$ cat src/rtl/dvfs_sel_pkg.sv
package dvfs_sel_pkg;

    localparam int unsigned SRC_W   = 2;
    localparam int unsigned DIV_W   = 3;
    localparam int unsigned NUM_LVL = 4;
    localparam int unsigned LVL_W   = $clog2(NUM_LVL);

    // One decoded level configuration (or the static fallback).
    typedef struct packed {
        logic [DIV_W-1:0] div;
        logic             alt;
        logic [SRC_W-1:0] src;
    } lvl_cfg_t;

    // Everything the top registers each cycle.
    typedef struct packed {
        lvl_cfg_t         cur;
        logic             lk_valid;
        logic             lk_err;
        logic [LVL_W-1:0] lk_lvl;
    } sel_state_t;

endpackage

$ cat src/rtl/dvfs_lvl_unpack.sv
module dvfs_lvl_unpack
    import dvfs_sel_pkg::*;
#(
    parameter int unsigned WORD_W  = 32,
    parameter int unsigned DIV_LSB = 13,
    parameter int unsigned ALT_LSB = 11,
    parameter int unsigned SRC_LSB = 9
) (
    input  logic [WORD_W-1:0]              pair_a_i,
    input  logic [WORD_W-1:0]              pair_b_i,
    output lvl_cfg_t [NUM_LVL-1:0]         cfg_o
);

    localparam int unsigned HALF_W    = WORD_W / 2;
    localparam int unsigned LVL_PER_W = 2;

    for (genvar g = 0; g < NUM_LVL; g++) begin : g_lvl
        localparam bit USE_B    = (g / LVL_PER_W) != 0;
        localparam bit UPPER_HF = (g % LVL_PER_W) == 0;

        logic [WORD_W-1:0] word_w;
        logic [HALF_W-1:0] half_w;

        if (USE_B) begin : g_wb
            assign word_w = pair_b_i;
        end else begin : g_wa
            assign word_w = pair_a_i;
        end

        if (UPPER_HF) begin : g_up
            assign half_w = word_w[WORD_W-1 -: HALF_W];
        end else begin : g_lo
            assign half_w = word_w[HALF_W-1:0];
        end

        assign cfg_o[g].div = half_w[DIV_LSB +: DIV_W];
        assign cfg_o[g].alt = half_w[ALT_LSB];
        assign cfg_o[g].src = half_w[SRC_LSB +: SRC_W];
    end

endmodule

$ cat src/rtl/dvfs_div_search.sv
module dvfs_div_search
    import dvfs_sel_pkg::*;
(
    input  lvl_cfg_t [NUM_LVL-1:0] cfg_i,
    input  logic [DIV_W-1:0]       want_i,
    output logic                   hit_o,
    output logic [LVL_W-1:0]       lvl_o
);

    logic [NUM_LVL-1:0] eq_w;

    for (genvar g = 0; g < NUM_LVL; g++) begin : g_cmp
        assign eq_w[g] = (cfg_i[g].div == want_i);
    end

    // Scan from the top down so the lowest matching level is written last.
    always_comb begin
        hit_o = 1'b0;
        lvl_o = '0;
        for (int i = NUM_LVL - 1; i >= 0; i--) begin
            if (eq_w[i]) begin
                hit_o = 1'b1;
                lvl_o = LVL_W'(i);
            end
        end
    end

    // no level below the returned one may hold the requested divider.
    always_comb begin
        if (hit_o) begin
            for (int j = 0; j < NUM_LVL; j++) begin
                if (j < int'(lvl_o)) begin
                    assert_first_match_R9: assert (cfg_i[j].div != want_i)
                        else $error("lookup skipped lower matching level");
                end
            end
        end
    end

endmodule

$ cat src/rtl/dvfs_src_pick.sv
module dvfs_src_pick
    import dvfs_sel_pkg::*;
(
    input  lvl_cfg_t [NUM_LVL-1:0] cfg_i,
    input  logic [LVL_W-1:0]       lvl_i,
    input  logic                   dyn_en_i,
    input  logic [SRC_W-1:0]       fix_src_i,
    input  logic [DIV_W-1:0]       fix_div_i,
    output lvl_cfg_t               cur_o
);

    localparam logic [DIV_W-1:0] FIX_DIV_MAX = DIV_W'(6);

    lvl_cfg_t fix_cfg_w;

    always_comb begin
        fix_cfg_w.src = fix_src_i;
        fix_cfg_w.alt = 1'b0;
        fix_cfg_w.div = (fix_div_i > FIX_DIV_MAX) ? '0 : fix_div_i;
    end

    assign cur_o = dyn_en_i ? cfg_i[lvl_i] : fix_cfg_w;

endmodule

$ cat src/rtl/dvfs_clk_sel.sv
module dvfs_clk_sel
    import dvfs_sel_pkg::*;
#(
    parameter int unsigned WORD_W      = 32,
    parameter int unsigned DIV_LSB     = 13,
    parameter int unsigned ALT_LSB     = 11,
    parameter int unsigned SRC_LSB     = 9,
    parameter int unsigned EN_BIT      = 31,
    parameter int unsigned FIX_SRC_LSB = 22,
    parameter int unsigned FIX_DIV_LSB = 28
) (
    input  logic              clk,
    input  logic              rst_n,
    input  logic [WORD_W-1:0] lvl01_word,
    input  logic [WORD_W-1:0] lvl23_word,
    input  logic [WORD_W-1:0] mode_word,
    input  logic [WORD_W-1:0] load_word,
    input  logic [WORD_W-1:0] fix_sel_word,
    input  logic [WORD_W-1:0] fix_div_word,
    input  logic              lk_req_i,
    input  logic [2:0]        lk_div_i,
    output logic [1:0]        cpu_src_o,
    output logic [2:0]        cpu_div_o,
    output logic              cpu_alt_o,
    output logic              lk_valid_o,
    output logic              lk_err_o,
    output logic [1:0]        lk_lvl_o
);

    lvl_cfg_t [NUM_LVL-1:0] cfg_w;
    lvl_cfg_t               cur_w;
    logic                   dyn_en_w;
    logic [LVL_W-1:0]       lvl_w;
    logic                   hit_w;
    logic [LVL_W-1:0]       hit_lvl_w;
    sel_state_t             state_d, state_q;
    logic                   unused_bits;

    assign dyn_en_w = mode_word[EN_BIT];
    assign lvl_w    = load_word[LVL_W-1:0];
    assign unused_bits = ^{mode_word, load_word, fix_sel_word, fix_div_word};

    dvfs_lvl_unpack #(
        .WORD_W  (WORD_W),
        .DIV_LSB (DIV_LSB),
        .ALT_LSB (ALT_LSB),
        .SRC_LSB (SRC_LSB)
    ) u_unpack (
        .pair_a_i (lvl01_word),
        .pair_b_i (lvl23_word),
        .cfg_o    (cfg_w)
    );

    dvfs_src_pick u_pick (
        .cfg_i     (cfg_w),
        .lvl_i     (lvl_w),
        .dyn_en_i  (dyn_en_w),
        .fix_src_i (fix_sel_word[FIX_SRC_LSB +: SRC_W]),
        .fix_div_i (fix_div_word[FIX_DIV_LSB +: DIV_W]),
        .cur_o     (cur_w)
    );

    dvfs_div_search u_search (
        .cfg_i  (cfg_w),
        .want_i (lk_div_i),
        .hit_o  (hit_w),
        .lvl_o  (hit_lvl_w)
    );

    always_comb begin
        state_d          = state_q;
        state_d.cur      = cur_w;
        state_d.lk_valid = lk_req_i;
        state_d.lk_err   = 1'b0;
        state_d.lk_lvl   = '0;
        if (lk_req_i) begin
            if (dyn_en_w && hit_w) begin
                state_d.lk_lvl = hit_lvl_w;
            end else begin
                state_d.lk_err = 1'b1;
            end
        end
    end

    always_ff @(posedge clk) begin
        if (!rst_n) begin
            state_q <= '0;
        end else begin
            state_q <= state_d;
        end
    end

    assign cpu_src_o  = state_q.cur.src;
    assign cpu_div_o  = state_q.cur.div;
    assign cpu_alt_o  = state_q.cur.alt;
    assign lk_valid_o = state_q.lk_valid;
    assign lk_err_o   = state_q.lk_err;
    assign lk_lvl_o   = state_q.lk_lvl;

    // one valid strobe per request cycle, none otherwise
    assert_valid_follows_req_R8: assert property (@(posedge clk) disable iff (!rst_n)
        lk_req_i |=> lk_valid_o);
    assert_no_stray_valid_R8: assert property (@(posedge clk) disable iff (!rst_n)
        !lk_req_i |=> (!lk_valid_o && !lk_err_o && lk_lvl_o == '0));

    // lookups with scaling off are rejected
    assert_static_reject_R11: assert property (@(posedge clk) disable iff (!rst_n)
        (lk_req_i && !mode_word[EN_BIT]) |=> (lk_err_o && lk_lvl_o == '0));

    // static fallback never reports divider 7 and keeps the select bit low
    assert_static_div_range_R6: assert property (@(posedge clk) disable iff (!rst_n)
        !mode_word[EN_BIT] |=> (cpu_div_o != 3'd7 && !cpu_alt_o));

    // an error result always carries level zero
    assert_err_level_zero_R10: assert property (@(posedge clk) disable iff (!rst_n)
        lk_err_o |-> (lk_valid_o && lk_lvl_o == '0));

endmodule

$ cat config.mk
export PLATFORM = sky130hd
export DESIGN_NAME = dvfs_clk_sel
export DESIGN_NICKNAME = d
export VERILOG_FILES = /design/src/rtl/dvfs_sel_pkg.sv /design/src/rtl/dvfs_lvl_unpack.sv /design/src/rtl/dvfs_div_search.sv /design/src/rtl/dvfs_src_pick.sv /design/src/rtl/dvfs_clk_sel.sv
export SDC_FILE = /design/constraint.sdc
export NUM_CORES = 1
export LEC_CHECK = 0
export BUFFER_PORTS_ARGS = -buffer_cell sky130_fd_sc_hd__buf_2
export CAP_MARGIN = 20
export CORE_AREA = 8 8 74 76
export DETAILED_ROUTE_END_ITERATION = 8
export DIE_AREA = 0 0 82 84
export GPL_ROUTABILITY_DRIVEN = 1
export PLACE_DENSITY = 0.66
export SYNTH_ARGS = -nofsm -noshare
export SYNTH_HDL_FRONTEND = slang
export SYNTH_SLANG_ARGS = --single-unit
$ cat constraint.sdc
create_clock -name clk -period 1.4 [get_ports clk]
set_input_delay 0.21 -clock clk [delete_from_list [all_inputs] [get_ports clk]]
set_output_delay 0.21 -clock clk [all_outputs]
set_load 0.1 [all_outputs]
==> results.tsv, run 1 <==
stage	metric	value	unit
synth	mapped cell area	669.4	sq um
clock_tree	root buffer cell	clkbuf_8	
hold_path	Hold Crit Class	in -> reg	
global_routing	global-route wire length before repair	3098	um
cells_and_area	layout cell share with drive strength beyond 1	48.65	%
drt	1st-iter DRT viols	6	
setup_path	startpoint type of the worst setup path	register	
cells_and_area	area grow syn2layout	47.10	%
floorplanning	die height	84	um
sta	final setup violation count	0	
power	peak supply drop	254.6	uV
drt	DR WL/cell	12.26	um
placed_design	Final HPWL DP	1856	um
global_routing	largest net degree at the start of global routing	12	
floorplanning	row count	24	
cells_and_area	commonest non-fill, non-tap cell in the layout	buf_2	
floorplanning	chip width	82	um
synth	Post-Syn Nets	263	
clock_tree	CTS tree	built	
power	Sw Ratio	32.75	%
placed_design	Final GP Congestion	0.7253	
sta	slew of the pin with the lowest slew margin	501.3	ps
sta	Fin Setup TNS	0	ps
sta	Slew HR	66.81	%
drt	DR DRC count	0	
cells_and_area	NumNets Final	310	
setup_path	Setup crit end kind	output port	
global_routing	vias in the first global route	753	
drt	Via Count	632	
placed_design	placed insts	159	
synth	Distinct cells, synth	19	
setup_path	Worst path slowest cell	buf_2	
setup_path	arrival time at the worst endpoint	960	ps
clock_tree	post-CTS setup buffers	0	
sta	period utilization	83.38	%
power	Comb pwr share	34.1	%
synth	Post-Syn Instances	65	
power	cell-internal power	0.0006698	W
drt	First-pass DRT Iterations	3	
setup_path	CP Max Fanout	1	
hold_path	Worst Hold End	lk_valid_o	
global_routing	initial antenna violation count	0	
synth	Yosys reg bits	10	
drt	antenna viol nets, final	0	
run	max-capacitance violation count	0	
sta	Hold Vio Cnt, Final	0	
setup_path	CP bufs+invs	1	
drt	routed wire length	1998	um
setup_path	WS Path Type	reg -> out	
clock_tree	CTS Sinks	10	
setup_path	worst path cell trace	buf_2	
sta	max frequency	856.6	MHz
cells_and_area	fin area	984.7	sq um
floorplanning	Die Area	6888	sq um
power	pwr dens	1011	nW/um^2
global_routing	gr ovfl total	0	
cells_and_area	n_diodes	0	
status	status	completed	
hold_path	Min-Delay Path Depth	2	
power	Pleak	0.4621	nW
power	Reg power frac	30.7	%
sta	RSZ-0062 raised after global routing	false	
sta	Final min period	1167	ps
clock_tree	post-cts sizing count	0	
setup_path	CP peak stage delay	420	ps
power	clock power share	35.2	%
synth	Avg Cell Area, Syn	10.30	sq um
clock_tree	total CTS buffers	3	
clock_tree	# hold bufs at CTS	0	
setup_path	CP required	1190	ps
synth	sequential fraction of the synthesis area	29.91	%
placed_design	Post-DP Area	929.6	sq um
power	net load switching power	0.0003262	W
floorplanning	Initial Util	15.70	%
drt	post-DR vias/cell	3.877	
clock_tree	Max H-tree Level	1	
clock_tree	clock buffer depth	2	
global_routing	Total GRT Usage	5.889	%
cells_and_area	final cell count without fillers	163	
floorplanning	total core area	4264	sq um
sta	fin. max-slew vios	0	
cells_and_area	most frequent cells in the layout	buf_2, xnor2_1, dfxtp_1	
placed_design	Buffers on Ports	47	
synth	synth warn	0	
clock_tree	Worst-path clk slew	50	ps
hold_path	hold_sp	lk_req_i	
floorplanning	Top Ports	208	
setup_path	cell family with most CP delay	buffers and inverters	
cells_and_area	FILL cells	483	
cells_and_area	Util after Layout	23.09	%
-- registers in the layout (all words and copies together), names as in the netlist --
name and cells:
lk_valid_o 1, cpu_div_o 3, cpu_alt_o 1, cpu_src_o 2, lk_err_o 1, lk_lvl_o 2
-- per-layer routing --
metal | part of all wire (%) | wire, um | global-route usage [%] | vias to the layer above
li1 | - | - | - | 324
met4 | 1.7 | 34 | 3.834 | 0
met1 | 49 | 986 | 6.971 | 269
met3 | 5.2 | 103 | 1.616 | 2
met5 | 0 | 0 | 0 | -
met2 | 44 | 873 | 8.908 | 37
-- power by group through the flow --
stage / Combinational (W) / Sequential (W) / Clock, W
3_5_place_dp: 0.000344 / 0.000312 / 0
2_1_floorplan: 0.000123 / 0.000441 / 0
5_1_grt: 0.000362 / 0.000307 / 0.000372
4_1_cts: 0.000344 / 0.000306 / 0.000354
6_report: 0.000339 / 0.000306 / 0.000351
3_3_place_gp: 0.000339 / 0.000311 / 0
-- stage by stage --
stage	hold WS [ps]	power (W)	setup WS, ps
6_report	237.9	0.0009960	232.6
3_3_place_gp	473.1	0.0006501	75.50
2_1_floorplan	331.7	0.0005640	236.6
5_1_grt	247.8	0.001041	199.1
4_1_cts	242.2	0.001005	225.1
3_5_place_dp	478.7	0.0006557	57.52
-- worst max path at each step --
stage / startpoint / end / slack (ps) / cells past startpoint
after floorplan: load_word[0] / cpu_div_o[0] / 240 / 5
after global placement: load_word[0] / cpu_src_o[0] / 80 / 4
after detailed placement: load_word[0] / cpu_div_o[0] / 60 / 5
after CTS: cpu_div_o[2] / cpu_div_o[2] / 230 / 1
after global routing: lk_lvl_o[0] / lk_lvl_o[0] / 200 / 1
final: cpu_div_o[2] / cpu_div_o[2] / 230 / 1
-- cells in the mapped netlist --
cell      count  share of area (%)
a211oi_1      1                1.1
a21boi_1      1                1.1
a41oi_1       1                1.3
and2_1        4                3.7
and3_1        2                1.9
buf_6         1                1.7
clkbuf_2      3                2.2
clkbuf_8      1                2.1
dfxtp_1      10                 30
mux2i_1       2                3.0
mux4_1        3                 12
mux4_2        3                 10
nand2_1       9                5.0
nand3_1       5                3.7
nand4_1       1               0.94
nor2_1        1               0.56
nor2b_1       2                1.9
o21ai_1       3                2.2
xnor2_1      12                 16
-- logic make-up after synthesis --
family	count (synthesis)	synth area share [%]
flip-flops	10	29.91
AND/OR/NAND/NOR	24	17.75
XOR/XNOR	12	15.70
AO/OA/AOI/OAI	6	5.795
buffers and inverters	5	5.980
multiplexers	8	24.86
-- cell type report --
type,count,area (sq um),share of cell area [%]
sequential,10,200.2,20.33
tap,52,65.06,6.607
multi-input combinational,50,429.2,43.58
timing repair buffer,47,235.2,23.89
clock buffer,4,55.05,5.591
No activity file was read; power rests on OpenSTA's default activity.
==> inputs of run 2 (changes only) <==
--- a/config.mk
+++ b/config.mk
@@ -11,7 +11,7 @@
 export DETAILED_ROUTE_END_ITERATION = 8
 export DIE_AREA = 0 0 82 84
 export GPL_ROUTABILITY_DRIVEN = 1
-export PLACE_DENSITY = 0.66
+export PLACE_DENSITY = 0.68
 export SYNTH_ARGS = -nofsm -noshare
 export SYNTH_HDL_FRONTEND = slang
 export SYNTH_SLANG_ARGS = --single-unit
==> constraint.sdc (replaced) <==
create_clock -name clk -period 1 [get_ports clk]
set_input_delay 0.15 -clock clk [delete_from_list [all_inputs] [get_ports clk]]
set_output_delay 0.15 -clock clk [all_outputs]
set_load 0.1 [all_outputs]
==> run 2 against run 1 <==
First-iteration DRC count increased by 67%; design area up 20%; via count grew 3.6%; worst setup slack got worse by 170 ps; flip-flop and latch count unchanged; largest power group is now combinational cells; largest cell class is now non-clock buffers; critical path depth rose by 4; count of clock-buffer cells in the layout decreased by 1; critical endpoint is now cpu_div_o[1]; sequential share of layout area down 2.7 points; critical path type is now in -> reg.
==> results.tsv, run 2 (synthesis gave the netlist of run 1 again) <==
stage	metric	value	unit
status	status	completed	
drt	DR DRC count	0	
power	Pleak	0.5237	nW
hold_path	Hold Crit Class	in -> reg	
setup_path	cell count along the critical path	5	
floorplanning	chip width	82	um
clock_tree	Worst-path clk slew	40	ps
power	cell-internal power	0.0009554	W
power	Reg power frac	31.9	%
clock_tree	clock buffer depth	2	
global_routing	Total GRT Usage	6.553	%
setup_path	arrival time at the worst endpoint	1060	ps
placed_design	placed insts	167	
cells_and_area	number of flip-flops in the largest register	3	
cells_and_area	commonest non-fill, non-tap cell in the layout	buf_2	
setup_path	CP required	1120	ps
setup_path	CP Max Fanout	6	
cells_and_area	NumNets Final	318	
sta	max frequency	1065	MHz
global_routing	largest net degree at the start of global routing	12	
sta	Min Hold Slack	168.8	ps
clock_tree	# hold bufs at CTS	0	
cells_and_area	layout cell share with drive strength beyond 1	59.32	%
clock_tree	CTS Sinks	10	
floorplanning	row count	24	
drt	post-DR vias/cell	3.853	
sta	Slew HR	85.76	%
cells_and_area	n_diodes	0	
sta	Fin Setup TNS	0	ps
setup_path	WS Path Type	in -> reg	
placed_design	Post-DP Area	1141	sq um
floorplanning	Die Area	6888	sq um
power	clock power share	27.5	%
cells_and_area	most frequent cells in the layout	buf_2, xnor2_1, buf_12	
sta	final setup violation count	0	
power	Sw Ratio	32.36	%
cells_and_area	FILL cells	460	
setup_path	CP peak stage delay	510	ps
power	pwr dens	1192	nW/um^2
global_routing	gr ovfl total	0	
sta	RSZ-0062 raised after global routing	false	
floorplanning	die height	84	um
clock_tree	root buffer cell	clkbuf_8	
cells_and_area	fin area	1185	sq um
setup_path	crit path to	cpu_div_o[1]	
power	peak supply drop	311.9	uV
drt	Via Count	655	
floorplanning	Initial Util	15.70	%
floorplanning	Top Ports	208	
setup_path	CP bufs+invs	1	
power	Comb pwr share	40.7	%
setup_path	worst path cell trace	buf_4 -> mux4_2 -> nand2_1 -> o21ai_1 -> and2_1	
drt	1st-iter DRT viols	10	
drt	First-pass DRT Iterations	4	
cells_and_area	area grow syn2layout	77.01	%
setup_path	cell family with most CP delay	multiplexers	
drt	antenna viol nets, final	0	
power	net load switching power	0.0004571	W
placed_design	Final GP Congestion	0.7303	
clock_tree	total CTS buffers	3	
setup_path	critical path launch point	load_word[0]	
cells_and_area	final cell count without fillers	170	
cells_and_area	Util after Layout	27.79	%
sta	Hold Vio Cnt, Final	0	
sta	Final min period	939.1	ps
setup_path	Setup crit end kind	register	
drt	DR WL/cell	12.81	um
global_routing	global-route wire length before repair	3408	um
run	max-capacitance violation count	0	
sta	period utilization	93.91	%
drt	routed wire length	2177	um
setup_path	startpoint type of the worst setup path	primary input	
clock_tree	CTS tree	built	
clock_tree	Max H-tree Level	1	
placed_design	Buffers on Ports	47	
sta	slew of the pin with the lowest slew margin	212.1	ps
global_routing	vias in the first global route	723	
floorplanning	total core area	4264	sq um
global_routing	initial antenna violation count	0	
setup_path	Worst path slowest cell	mux4_2	
sta	fin. max-slew vios	0	
## run 2: changes by cell type in the layout (fill, tap and decap cells not counted)
cell	before	now
buf_12	0	10
dfxtp_2	0	7
buf_2	47	36
dfxtp_1	10	3
mux4_2	3	5
buf_4	0	9
clkbuf_8	4	3
mux4_1	3	1
## run 2: repair_timing
item / in CTS / in global routing
setup buffers: 0 / 0
endpoints found under the setup margin: 1 / 0
gates resized for setup: 1 / 0
## run 2: routing by layer
| metal | up-vias | wire length [um] | global-route usage, % |
|---|---|---|---|
| li1 | 336 | - | - |
| met1 | 275 | 1072 | 8.277 |
| met2 | 40 | 836 | 8.621 |
| met3 | 4 | 216 | 2.478 |
| met4 | 0 | 52 | 4.792 |
| met5 | - | 0 | 0 |
## run 2: area by class of cell
| class | instances | area, sq um | area share (%) |
|---|---|---|---|
| timing repair buffer | 55 | 447.9 | 37.80 |
| multi-input combinational | 50 | 421.7 | 35.59 |
| sequential | 10 | 209.0 | 17.63 |
| tap | 52 | 65.06 | 5.491 |
| clock buffer | 3 | 41.29 | 3.485 |
## run 2: worst min-delay path by stage
| stage | startpoint | end | cells after the start |
|---|---|---|---|
| after floorplan | rst_n | cpu_div_o[0] | 1 |
| after detailed placement | lk_req_i | lk_valid_o | 2 |
| final | lk_req_i | lk_valid_o | 2 |
| after CTS | lk_req_i | lk_valid_o | 2 |
| after global routing | lk_req_i | lk_valid_o | 2 |
| after global placement | lk_req_i | lk_valid_o | 2 |
## run 2: power groups by stage
stage               Sequential, W  Clock, W  Combinational [W]
detailed placement       0.000458         0           0.000578
global route             0.000452  0.000423           0.000608
finish                   0.000450  0.000388           0.000575
global placement         0.000458         0           0.000573
floorplan                0.000622         0           0.000177
CTS                      0.000451  0.000403           0.000580
## run 2: stage by stage
stage	power, W	setup slack [ps]
2_1_floorplan	0.0007993	-60.41
3_3_place_gp	0.001031	-225.7
3_5_place_dp	0.001036	-254.8
4_1_cts	0.001434	53.88
5_1_grt	0.001482	15.75
6_report	0.001412	60.86
==> inputs of run 3 (changes only) <==
--- a/config.mk
+++ b/config.mk
@@ -5,11 +5,12 @@
 export SDC_FILE = /design/constraint.sdc
 export NUM_CORES = 1
 export LEC_CHECK = 0
+export ABC_AREA = 1
 export BUFFER_PORTS_ARGS = -buffer_cell sky130_fd_sc_hd__buf_2
 export CAP_MARGIN = 20
-export CORE_AREA = 8 8 74 76
+export CORE_AREA = 8 8 75 77
 export DETAILED_ROUTE_END_ITERATION = 8
-export DIE_AREA = 0 0 82 84
+export DIE_AREA = 0 0 83 85
 export GPL_ROUTABILITY_DRIVEN = 1
 export PLACE_DENSITY = 0.68
 export SYNTH_ARGS = -nofsm -noshare
==> run 3 against run 2 <==
Total power grew 9.6%; synthesized area grew 8.8%; first-iteration DRC count rose by 70%; die area up 2.4%; worst setup slack improved by 46 ps; sequential share of layout area decreased by 0.60 points; design area rose by 5.4%; flip-flop and latch count is the same; worst hold slack got worse by 12 ps; utilization is 0.26 points lower; largest power group unchanged.
==> results.tsv, run 3 <==
stage	metric	value	unit
status	status	completed	
synth	Distinct cells, synth	16	
placed_design	Buffers on Ports	47	
sta	Slew HR	84.72	%
synth	sequential fraction of the synthesis area	27.49	%
clock_tree	post-CTS setup buffers	0	
setup_path	startpoint type of the worst setup path	register	
sta	slew of the pin with the lowest slew margin	229.3	ps
floorplanning	chip width	83	um
clock_tree	clock buffer depth	2	
floorplanning	Top Ports	208	
synth	Post-synth top cells	nor2_1, nand2_1, inv_1	
drt	DR WL/cell	11.81	um
power	Final Power	0.001549	W
drt	post-DR vias/cell	4.046	
sta	final setup violation count	0	
global_routing	gr ovfl total	0	
synth	Yosys reg bits	10	
synth	Synth area leaders	dfxtp_1, nor2_1, xnor2_1	
power	peak supply drop	346.1	uV
clock_tree	CTS Sinks	10	
global_routing	Total GRT Usage	7.688	%
cells_and_area	commonest non-fill, non-tap cell in the layout	buf_2	
setup_path	CP required	850	ps
clock_tree	Max H-tree Level	1	
power	pwr dens	1240	nW/um^2
synth	Avg Cell Area, Syn	6.444	sq um
global_routing	largest net degree at the start of global routing	13	
cells_and_area	area grow syn2layout	71.48	%
setup_path	crit path to	lk_lvl_o[1]	
clock_tree	total CTS buffers	3	
global_routing	vias in the first global route	994	
sta	Fin Setup TNS	0	ps
clock_tree	Worst-path clk slew	50	ps
drt	Via Count	878	
power	Pleak	0.6403	nW
clock_tree	root buffer cell	clkbuf_8	
floorplanning	Initial Util	16.06	%
drt	First-pass DRT Iterations	3	
placed_design	Final HPWL DP	2312	um
floorplanning	die height	85	um
setup_path	arrival time at the worst endpoint	740	ps
cells_and_area	FILL cells	488	
cells_and_area	number of flip-flops in the largest register	3	
synth	Post-Syn Nets	311	
cells_and_area	layout cell share with drive strength beyond 1	43.56	%
sta	max frequency	1120	MHz
cells_and_area	NumNets Final	362	
setup_path	Setup crit end kind	output port	
setup_path	CP bufs+invs	1	
synth	Post-Syn Instances	113	
setup_path	CP peak stage delay	340	ps
cells_and_area	n_diodes	0	
drt	antenna viol nets, final	0	
sta	Final min period	893.0	ps
sta	RSZ-0062 raised after global routing	false	
run	max-capacitance violation count	0	
drt	DR DRC count	0	
placed_design	Final GP Congestion	0.7783	
hold_path	Hold Crit Class	in -> reg	
setup_path	Worst path slowest cell	dfxtp_2	
setup_path	critical path launch point	lk_lvl_o[1]	
drt	routed wire length	2562	um
synth	Post-synth EDFFs	0	
synth	most frequent cell after synthesis	nor2_1	
global_routing	global-route wire length before repair	4416	um
cells_and_area	most frequent cells in the layout	buf_2, nor2_1, nand2_1	
drt	1st-iter DRT viols	17	
setup_path	cell count along the critical path	1	
setup_path	WS Path Type	reg -> out	
sta	period utilization	89.30	%
synth	mapped cell area	728.2	sq um
floorplanning	Die Area	7055	sq um
sta	Hold Vio Cnt, Final	0	
floorplanning	total core area	4536	sq um
floorplanning	row count	25	
synth	synth warn	0	
clock_tree	# hold bufs at CTS	0	
synth	Synth area leader	dfxtp_1	
synth	Post-synth ARST share	0	%
setup_path	CP Max Fanout	1	
setup_path	cell family with most CP delay	flip-flops	
synth	predominant post-synthesis flop cell	dfxtp_1	
clock_tree	CTS tree	built	
synth	Synth top area share	27.49	%
global_routing	initial antenna violation count	1	
sta	fin. max-slew vios	0	
setup_path	worst path cell trace	buf_12	
## run 3: worst min-delay path by stage
| stage | cells past startpoint | slack, ps | end | from |
|---|---|---|---|---|
| finish | 3 | 160 | lk_err_o | lk_req_i |
| global route | 3 | 170 | lk_err_o | lk_req_i |
| CTS | 3 | 150 | lk_err_o | lk_req_i |
| detailed placement | 3 | 400 | lk_err_o | lk_req_i |
| global placement | 3 | 390 | lk_valid_o | lk_req_i |
| floorplan | 1 | 240 | lk_err_o | mode_word[31] |
## run 3: routing by layer
layer | share of wire (%) | track usage, % | routed length [um] | vias to the layer above
met5 | 0.31 | 0 | 8 | -
met1 | 42 | 7.490 | 1087 | 369
met2 | 41 | 12.16 | 1061 | 39
li1 | - | - | - | 462
met3 | 14 | 5.172 | 359 | 6
met4 | 1.8 | 3.994 | 45 | 2
## run 3: cell type report
type / count / area (sq um) / share of cell area (%)
Multi-Input combinational cell: 83 / 436.7 / 34.97
Inverter: 17 / 63.81 / 5.110
Sequential cell: 10 / 212.7 / 17.03
Tap cell: 54 / 67.56 / 5.411
Timing Repair Buffer: 49 / 412.9 / 33.07
Clock buffer: 4 / 55.05 / 4.409
## run 3: where the power goes
group          switching, W  internal (W)  total [W]  leakage [nW]
logic              0.000361      0.000238   0.000599         0.526
clock network      0.000153      0.000345   0.000498        0.0288
registers         0.0000201      0.000432   0.000452        0.0859
total              0.000534       0.00101    0.00155         0.640
## run 3: cell families after synthesis
| family | share of synthesized area (%) |
|---|---|
| AOI/OAI and AO/OA | 20.27 |
| xor gates and xnor gates | 9.622 |
| buffers and inverters | 12.54 |
| DFF | 27.49 |
| and+or+nand+nor | 30.07 |
## run 3: through the flow
| step | hold slack, ps | worst slack (ps) | std cells | area, sq um | util, % |
|---|---|---|---|---|---|
| final | 156.3 | 107.0 | 217 | 1249 | 27.53 |
| after global routing | 169.2 | 44.36 | 217 | 1249 | 27.53 |
| after CTS | 150.4 | 96.98 | 217 | 1249 | 27.53 |
| after detailed placement | 401.1 | -61.86 | 213 | 1194 | 26.32 |
| after global placement | 393.5 | -37.32 | 213 | 1194 | 26.32 |
| after floorplan | 235.4 | 168.5 | 113 | 740.7 | - |
## run 3: what timing repair did
action                                  in CTS  in global routing
gates resized for setup                      0                  1
endpoints found under the hold margin        0                  0
endpoints found under the setup margin       0                  1
